--- config.mk ---
export PLATFORM = sky130hd
export DESIGN_NAME = pwm2_core
export DESIGN_NICKNAME = d
export VERILOG_FILES = /design/src/rtl/pwm2_pkg.sv /design/src/rtl/pwm2_prescale.sv /design/src/rtl/pwm2_wave.sv /design/src/rtl/pwm2_core.sv
export SDC_FILE = /design/constraint.sdc
export NUM_CORES = 1
export LEC_CHECK = 0
export BUFFER_PORTS_ARGS = -buffer_cell sky130_fd_sc_hd__buf_2
export CORE_ASPECT_RATIO = 1.5
export CORE_MARGIN = 8
export CORE_UTILIZATION = 55
export CTS_CLUSTER_DIAMETER = 60
export DETAILED_ROUTE_END_ITERATION = 10
export HOLD_SLACK_MARGIN = 0.15
export PLACE_DENSITY = 0.81
export SETUP_SLACK_MARGIN = 0.05
export SYNTH_ARGS = -nofsm -noshare
export SYNTH_HDL_FRONTEND = slang
export SYNTH_HIERARCHICAL = 1
export SYNTH_SLANG_ARGS = --single-unit
--- constraint.sdc ---
create_clock -name clk -period 3.1 [get_ports clk]
set_input_delay 0.31 -clock clk [delete_from_list [all_inputs] [get_ports clk]]
set_output_delay 0.31 -clock clk [all_outputs]
set_load 0.01 [all_outputs]
--- src/rtl/pwm2_pkg.sv ---
package pwm2_pkg;
    localparam int CNT_W  = 16;
    localparam int DIV_W  = 7;
    localparam int SEL_W  = 2;
    localparam int N_SRC  = 1 << SEL_W;
    localparam int N_CH   = 2;
    localparam int WORD_W = 32;

    // field layout of the control word (decoded per channel)
    localparam int EN_LSB   = 0;
    localparam int SEL_LSB  = 4;
    localparam int DIV_LSB  = 8;
    localparam int CKE_LSB  = 15;
    localparam int DIV_STEP = 8;
    localparam logic [WORD_W-1:0] CTL_MASK = 32'h00FF_FFF3;

    typedef enum logic [1:0] {
        PH_IDLE = 2'd0,
        PH_HIGH = 2'd1,
        PH_LOW  = 2'd2
    } phase_e;

    typedef struct packed {
        logic [N_CH-1:0][WORD_W-1:0] per;
        logic [WORD_W-1:0]           ctl;
    } regs_t;
endpackage

--- src/rtl/pwm2_prescale.sv ---
module pwm2_prescale #(
    parameter int DIV_W = 7
) (
    input  logic             clk,
    input  logic             rst,
    input  logic             run_i,
    input  logic             src_tick_i,
    input  logic [DIV_W-1:0] div_i,
    output logic             tick_o
);
    logic [DIV_W-1:0] pre_d, pre_q;

    always_comb begin
        pre_d  = pre_q;
        tick_o = 1'b0;
        if (!run_i) begin
            pre_d = '0;
        end else if (src_tick_i) begin
            if (pre_q >= div_i) begin
                pre_d  = '0;
                tick_o = 1'b1;
            end else begin
                pre_d = pre_q + 1'b1;
            end
        end
    end

    always_ff @(posedge clk) begin
        if (rst) pre_q <= '0;
        else     pre_q <= pre_d;
    end

    // a stopped prescaler is held at zero
    p_halt_clear_r6: assert property (@(posedge clk) disable iff (rst)
        !run_i |=> (pre_q == '0));
    // no strobe, no tick
    p_no_strobe_no_tick_r5: assert property (@(posedge clk) disable iff (rst)
        !src_tick_i |-> !tick_o);
endmodule

--- src/rtl/pwm2_wave.sv ---
module pwm2_wave
    import pwm2_pkg::*;
#(
    parameter int W = 16
) (
    input  logic         clk,
    input  logic         rst,
    input  logic         en_i,
    input  logic         tick_i,
    input  logic [W-1:0] hi_i,
    input  logic [W-1:0] lo_i,
    output logic         out_o
);
    typedef struct packed {
        phase_e       ph;
        logic [W-1:0] cnt;
        logic [W-1:0] lo;
    } wave_t;

    wave_t st_d, st_q;
    logic  load;

    always_comb begin
        st_d = st_q;
        load = 1'b0;
        if (!en_i) begin
            st_d.ph  = PH_IDLE;
            st_d.cnt = '0;
        end else begin
            unique case (st_q.ph)
                PH_IDLE: load = 1'b1;
                PH_HIGH: if (tick_i) begin
                    if (st_q.cnt == W'(1)) begin
                        if (st_q.lo != '0) begin
                            st_d.ph  = PH_LOW;
                            st_d.cnt = st_q.lo;
                        end else begin
                            load = 1'b1;
                        end
                    end else begin
                        st_d.cnt = st_q.cnt - 1'b1;
                    end
                end
                PH_LOW: if (tick_i) begin
                    if (st_q.cnt == W'(1)) load = 1'b1;
                    else                   st_d.cnt = st_q.cnt - 1'b1;
                end
                default: st_d.ph = PH_IDLE;
            endcase
        end
        if (load) begin
            st_d.lo = lo_i;
            if (hi_i != '0) begin
                st_d.ph  = PH_HIGH;
                st_d.cnt = hi_i;
            end else if (lo_i != '0) begin
                st_d.ph  = PH_LOW;
                st_d.cnt = lo_i;
            end else begin
                st_d.ph  = PH_IDLE;
                st_d.cnt = '0;
            end
        end
    end

    always_ff @(posedge clk) begin
        if (rst) st_q <= '{ph: PH_IDLE, cnt: '0, lo: '0};
        else     st_q <= st_d;
    end

    assign out_o = (st_q.ph == PH_HIGH);

    // an active phase always has ticks left to run
    p_cnt_live_r4: assert property (@(posedge clk) disable iff (rst)
        (st_q.ph != PH_IDLE) |-> (st_q.cnt != '0));
    // a disabled channel returns to idle
    p_idle_after_off_r7: assert property (@(posedge clk) disable iff (rst)
        !en_i |=> (st_q.ph == PH_IDLE));
    // without a tick a running phase does not move
    p_hold_without_tick_r6: assert property (@(posedge clk) disable iff (rst)
        (en_i && !tick_i && st_q.ph != PH_IDLE) |=> ($stable(st_q.cnt) && $stable(st_q.ph)));
endmodule

--- src/rtl/pwm2_core.sv ---
module pwm2_core
    import pwm2_pkg::*;
(
    input  logic                clk,
    input  logic                rst,
    input  logic                bus_wr,
    input  logic [3:0]          bus_addr,
    input  logic [WORD_W-1:0]   bus_wdata,
    output logic [WORD_W-1:0]   bus_rdata,
    input  logic [N_SRC-1:0]    src_i,
    output logic [N_CH-1:0]     pwm_o
);
    regs_t      regs_d, regs_q;
    logic       aligned;
    logic [1:0] word;

    assign aligned = (bus_addr[1:0] == 2'b00);
    assign word    = bus_addr[3:2];

    always_comb begin
        regs_d = regs_q;
        if (bus_wr && aligned) begin
            unique case (word)
                2'd0:    regs_d.per[0] = bus_wdata;
                2'd1:    regs_d.per[1] = bus_wdata;
                2'd2:    regs_d.ctl    = bus_wdata & CTL_MASK;
                default: ;
            endcase
        end
    end

    always_ff @(posedge clk) begin
        if (rst) regs_q <= '0;
        else     regs_q <= regs_d;
    end

    always_comb begin
        bus_rdata = '0;
        if (aligned) begin
            unique case (word)
                2'd0:    bus_rdata = regs_q.per[0];
                2'd1:    bus_rdata = regs_q.per[1];
                2'd2:    bus_rdata = regs_q.ctl;
                default: bus_rdata = '0;
            endcase
        end
    end

    for (genvar c = 0; c < N_CH; c++) begin : g_ch
        localparam int SEL_POS = SEL_LSB + SEL_W * c;
        localparam int DIV_POS = DIV_LSB + DIV_STEP * c;
        localparam int CKE_POS = CKE_LSB + DIV_STEP * c;

        logic [SEL_W-1:0] sel;
        logic [DIV_W-1:0] div;
        logic             run, en, src_tick, tick, wave;

        assign sel      = regs_q.ctl[SEL_POS +: SEL_W];
        assign div      = regs_q.ctl[DIV_POS +: DIV_W];
        assign run      = regs_q.ctl[CKE_POS];
        assign en       = regs_q.ctl[EN_LSB + c];
        assign src_tick = src_i[sel];

        pwm2_prescale #(.DIV_W(DIV_W)) u_pre (
            .clk        (clk),
            .rst        (rst),
            .run_i      (run),
            .src_tick_i (src_tick),
            .div_i      (div),
            .tick_o     (tick)
        );

        pwm2_wave #(.W(CNT_W)) u_wave (
            .clk    (clk),
            .rst    (rst),
            .en_i   (en),
            .tick_i (tick),
            .hi_i   (regs_q.per[c][WORD_W-1 -: CNT_W]),
            .lo_i   (regs_q.per[c][CNT_W-1:0]),
            .out_o  (wave)
        );

        // output gate so a cleared enable acts without waiting on the engine
        assign pwm_o[c] = wave & en;
    end

    // reserved control bits never hold a one
    p_unused_zero_r3: assert property (@(posedge clk) disable iff (rst)
        (regs_q.ctl & ~CTL_MASK) == '0);
    // a misaligned write leaves every register untouched
    p_misaligned_ignore_r2: assert property (@(posedge clk) disable iff (rst)
        (bus_wr && !aligned) |=> $stable(regs_q));
    // both outputs are low in the cycle after reset
    p_reset_low_r1: assert property (@(posedge clk)
        $fell(rst) |-> (pwm_o == '0));
endmodule

======== Yosys cells after proc, flatten, opt, wreduce, memory -nomap -nowiden ========
Index checks and enable logic that the tools add are counted.
W data, S select, Z words.
storage, ports and cells
  register bits ........................... 168
  bits in latches ......................... 0
  memory bits (writable) .................. 0
  memory bits (read-only) ................. 0
  bits of input ports ..................... 43
  output and inout port bits .............. 34
  word-level logic and storage cells ...... 121
  memories ................................ 0
operators by class
  $add $sub $neg .......................... 4
  $mul .................................... 0
  div/mod/pow operators ................... 0
  $lt $le $gt $ge ......................... 4
  equal/unequal tests ..................... 24
  shift operators ......................... 0
  multiplexer cells ....................... 52
  bitwise logic cells ..................... 4
  reduce and logical (&&, ||, !) cells .... 22
operator list
  kind                     count
  $mux W18                 10
  $mux W16                 6
  $pmux W32 S3             1
  $reduce_bool A16 Y1      6
  $mux W34                 2
  $pmux W16 S2             2
  $eq A16 B1 Y1 const B    2
  $mux W32                 1
  $sub A16 B1 Y16 const B  2
  $ne A4 B3 Y1 const B     6
  $mux W1                  20
  $ne A4 B2 Y1 const B     4
  $add A7 B1 Y7 const B    2
  $ge A7 B7 Y1             2
  $mux W7                  2
  $ne A5 B3 Y1 const B     2
  $reduce_and A5 Y1        2
  $logic_not A2 Y1         4
  $ne A4 B1 Y1 const B     2
  $pmux W2 S2              2
  $reduce_and A4 Y1        2
  $reduce_or A2 Y1         4
  $eq A2 B1 Y1 const B     3
  $eq A2 B2 Y1 const B     3
  9 further kinds          18

======== Depth between registers and ports, before layout ========
  word-level depth ........................ 9
  mapped depth ............................ 14
  mapped depth without buffers ............ 12

======== Cells and area by module ========
Netlist, hierarchy kept.
modules (own cells, without submodules)
  module                       times used  cells each  area each (um^2)
  pwm2_core                    1           426         4352.9
  pwm2_wave at g_ch[0].u_wave  1           306         2398.6
  pwm2_wave at g_ch[1].u_wave  1           269         2287.2
  pwm2_prescale                2           56          523.0

======== Worst setup path after synthesis ========
Ideal clock, no wire load.
  path type ............................... register -> register
  from .................................... reg regs_q[6], in the netlist g_ch[1].sel[0]
  to ...................................... reg g_ch[1].u_wave/st_q[19] (netlist bit)
  library setup time ...................... 91 ps
  data arrival time ....................... 2897 ps
  slack ................................... 112 ps
  stages on the path, launching flop included .. 14
  buffers on the path ..................... 3
  cells stage by stage .................... dfxtp_1 mux4_2 buf_6 and4_4 a2bb2oi_2 o21ai_1 and2_1 nor4bb_1 and4_2 a41o_2 nand2b_1 buf_4 buf_2 a311oi_1
on the way
  cells in the longest elaborated chain, start to end .. 9
RTL lines
  item                                                  line                              source
  from (decl)                                           pwm2_core.sv:13                   regs_t regs_d, regs_q;
  from (signal assigned)                                pwm2_core.sv:34                   else regs_q <= regs_d;
  $bmux W1 S2 *                                         pwm2_core.sv:62                   assign src_tick = src_i[sel];
  $mux W1 (not written as such) *                       pwm2_core.sv:62
  net g_ch[1].src_tick                                  pwm2_core.sv:56                   logic run, en, src_tick, tick, wave;
  $mux W1 *                                             pwm2_prescale.sv:18               end else if (src_tick_i) begin
  $mux W1 *                                             pwm2_prescale.sv:16               if (!run_i) begin
  net g_ch[1].tick                                      pwm2_core.sv:56
  $mux W1, on equally long branches                     pwm2_wave.sv:44, pwm2_wave.sv:32
  $pmux W1 S3                                           pwm2_wave.sv:30                   unique case (st_q.ph)
  $mux W1                                               pwm2_wave.sv:26                   if (!en_i) begin
  $ne A5 B3 Y1 (no line), or another cell as far along  n/a
  $reduce_and A5 Y1 (no line)                           n/a
  to (signal assigned)                                  pwm2_wave.sv:67                   if (rst) st_q <= '{ph: PH_IDLE, cnt: '0, lo: '0};
  to (signal assigned)                                  pwm2_wave.sv:68                   else st_q <= st_d;
  to (decl)                                             pwm2_wave.sv:20                   wave_t st_d, st_q;
Mark *: on every way through the listed nets, which the timed path passes. The rest lies on a longest branch. The select of a mux whose other input is x is not followed.
A chain may end at the register's enable or synchronous reset.

======== Worst setup path after layout ========
  from .................................... reg regs_q[6], in the netlist g_ch[1].sel[0]
  to ...................................... reg g_ch[1].u_wave/st_q[17] (netlist bit)
Same word-level chain as after synthesis.

==> metrics.yaml <==
syn_inst: 1113
ys_seq_area_share_pct: 33.3
fillerInstances: 1448
endpoint_kind: "flop"
numCtsBuffers: 17
async_flop_share_pct: 0
yosysTopAreaCell: "dfxtp_1"
comb_power_share_pct: 7.6
cp-start-kind: "flop"
dr.pass1.iters: 5
p_int_mw: 3.56
rsz0062_at_grt: "yes"
run_status: "finished, final reports clean"
synth-edff-count: 0
dp_hpwl_mm: 21.5
grt_max_degree: 114
grt.met1_usage_pct: 26.0
cts_tree: "built"
final_area_mm2: 0.0114
rr_worst_depth: 13
grt_busiest_layer: "met2"
seqPwrFrac_pct: 46.5
core_area_mm2: 0.0179
maxSlewHeadroom_pct: 31.8
dpl.cell_count: 1370
path_class: "reg2reg"
yosys-top-cells-area: "dfxtp_1 33%, mux2i_1 13%, nand2b_1 7.7%"
synth.cell_area_mm2: 0.0101
finalNetCount: 1245
crit_arrival_ns: 3.39
p_leak_nw: 4.83
layoutNonFillerInstCount: 1404
ant_nets: 0
synth_fp_nets: 1184
hold_path_class: "in2reg"
clkPwrFrac_pct: 46.0
die_width_um: 127
clock-root-buffer: "clkbuf_16"
maxSlewViolCount: 0
drc: 0
required_ns: 3.43
max_freq_ghz: 0.327
synth_area_per_cell_um2: 9.06
finalClockSkew_ns: 0.0123
fin_crit_ns: 3.05
total_power_mw: 4.73
totalWireLength_mm: 30.6
p_switching_mw: 1.17
max_slew.worst_pin.slew_ns: 1.02
power_density_mw_per_mm2: 415
synthFlopType: "dfxtp_1"
finalSetupViolCount: 0
diodes: 0
first_global_vias: 9013
cts.sinks: 168
num_rows: 60
routedWlPerCell_um: 21.8
hold_depth: 3
grt_pass1_wl_mm: 48.1
synth.most_common_cell: "dfxtp_1"
start_util_pct: 56.2
ys_ff_latch: 168
fin_crit_sh_pct: 98.5
ir_drop_v: 0.000319
whs_ns: 0.168
die_h_um: 182
drt_iter0_markers: 870
crit_fanout: 6
viasPerCell: 6.37
synth_common_cells: "168 x dfxtp_1, 136 x mux2i_1, 124 x nand2b_1"
p_sw_share_pct: 24.7
grt_overflow: 0
layout-drive-gt1-share_pct: 18.9
die_area_mm2: 0.0230
vias: 8939
clock_latency_ns: 0.43
gp_congestion: 0.927
h-tree-depth: 4
portBuffers: 76
ys_warn_count: 6
synth_top_area_share_pct: 33.3
io_pins: 77
antenna_found_initial: 0
met3_usage_pct: 4.69
synth_cell_type_count: 90
hold_viol_final: 0
syn2layout_area_growth_pct: 12.9
fin_util_pct: 63.5
clk_pin_slew_ns: 0.07
place_area_mm2: 0.0106
cts_max_path_buffers: 2
cap_violations: 0
grtUsageTotal_pct: 26.2
grtUsageMet2_pct: 47.6
==> per-stage QoR <==
step / worst slack [ns] / setup TNS, ns
3_5_place_dp: -0.0661 / -0.358
6_report: 0.0465 / 0
5_1_grt: -0.0429 / -0.0453
4_1_cts: 0.0857 / 0
2_1_floorplan: 0.112 / 0
3_3_place_gp: 0.00428 / 0
==> layer usage <==
layer	routed length [um]	part of all wire [%]
met5	0	0
met4	2010	6.6
met3	1320	4.3
met2	16100	53
met1	11200	37
==> critical path, stage by stage, from the launching register on <==
cell,delay [ns]
dfxtp_2,0.33
mux4_2,0.41
and4_4,0.27
buf_6,0.11
nand2_4,0.05
o21ai_2,0.13
and2_4,0.17
nor4bb_1,0.18
and4_2,0.32
a31oi_4,0.12
nor3b_4,0.19
buf_6,0.15
or2b_1,0.27
a311oi_2,0.24
==> power groups by stage <==
stage	Clock (mW)	Combinational (mW)	Sequential, mW
2_1_floorplan	0	0.241	2.24
3_3_place_gp	0	0.335	2.24
3_5_place_dp	0	0.339	2.24
4_1_cts	2.17	0.346	2.20
5_1_grt	2.26	0.379	2.20
6_report	2.17	0.358	2.20
==> path summary, 6_finish.rpt <==
check,from,endpoint,slack (ns)
max,g_ch[1].sel[0],g_ch[1].u_wave/st_q[17],0.05
min,bus_wdata[28],regs_q[92],0.17
max reg2reg,g_ch[1].sel[0],g_ch[1].u_wave/st_q[17],0.05
min reg2reg,g_ch[0].u_wave/st_q[3],g_ch[0].u_wave/st_q[3],0.48
==> what timing repair did <==
action / CTS / global route
gates cloned: 1 / 0
pin swaps: 7 / 7
gates resized for setup: 14 / 11
setup buffers: 1 / 0
setup endpoints to repair: 31 / 35
hold buffers: 0 / 0
endpoints found under the hold margin: 0 / 0
==> placed cells by master (no fill, tap or decap), drive strengths merged, types with 5 or more instances in the layout <==
| cell | instances |
|---|---|
| nor3 | 42 |
| ha | 28 |
| mux2i | 136 |
| and2 | 6 |
| xnor2 | 13 |
| clkbuf | 20 |
| buf | 117 |
| a211o | 8 |
| inv | 32 |
| xor2 | 16 |
| a211oi | 29 |
| a311oi | 8 |
| nor4 | 32 |
| a2bb2oi | 25 |
| and3 | 5 |
| a21oi | 57 |
| o21ai | 26 |
| clkinv | 5 |
| or3 | 6 |
| a21o | 19 |
| nand4 | 18 |
| and4 | 6 |
| nand2b | 124 |
| nor2 | 97 |
| nand3 | 12 |
| dfxtp | 168 |
| a31oi | 5 |
| nand2 | 65 |
==> flip-flops by register name (all words and copies together) (netlist names) <==
| name | count |
|---|---|
| g_ch.en | 2 |
| g_ch.run | 2 |
| regs_q | 64 |
| g_ch.u_wave/st_q | 68 |
| g_ch.sel | 4 |
| g_ch.div | 14 |
| g_ch.u_pre/pre_q | 14 |
==> cell type report <==
class | count | area [um2] | area share, %
multi-input cells | 842 | 6250 | 54.9
repair buffers | 117 | 797 | 7.00
well taps | 217 | 272 | 2.38
clock buffers | 20 | 457 | 4.01
flip-flops and latches | 168 | 3370 | 29.6
inverters | 28 | 105 | 0.923
clock inverters | 12 | 139 | 1.22
==> cells by family (layout without fill, tap and decap cells) <==
logic type                 Yosys count  in the layout  synth area share (%)
and+or+nand+nor                    436            436                  24.4
buffers and inverters              103            177                  5.78
muxes                              138            138                  13.9
adders and majority gates           28             28                  3.47
DFF                                168            168                  33.3
xor gates and xnor gates            29             29                  2.52
AOI/OAI and AO/OA                  211            211                  16.5
No activity file was read; power rests on OpenSTA's default activity.
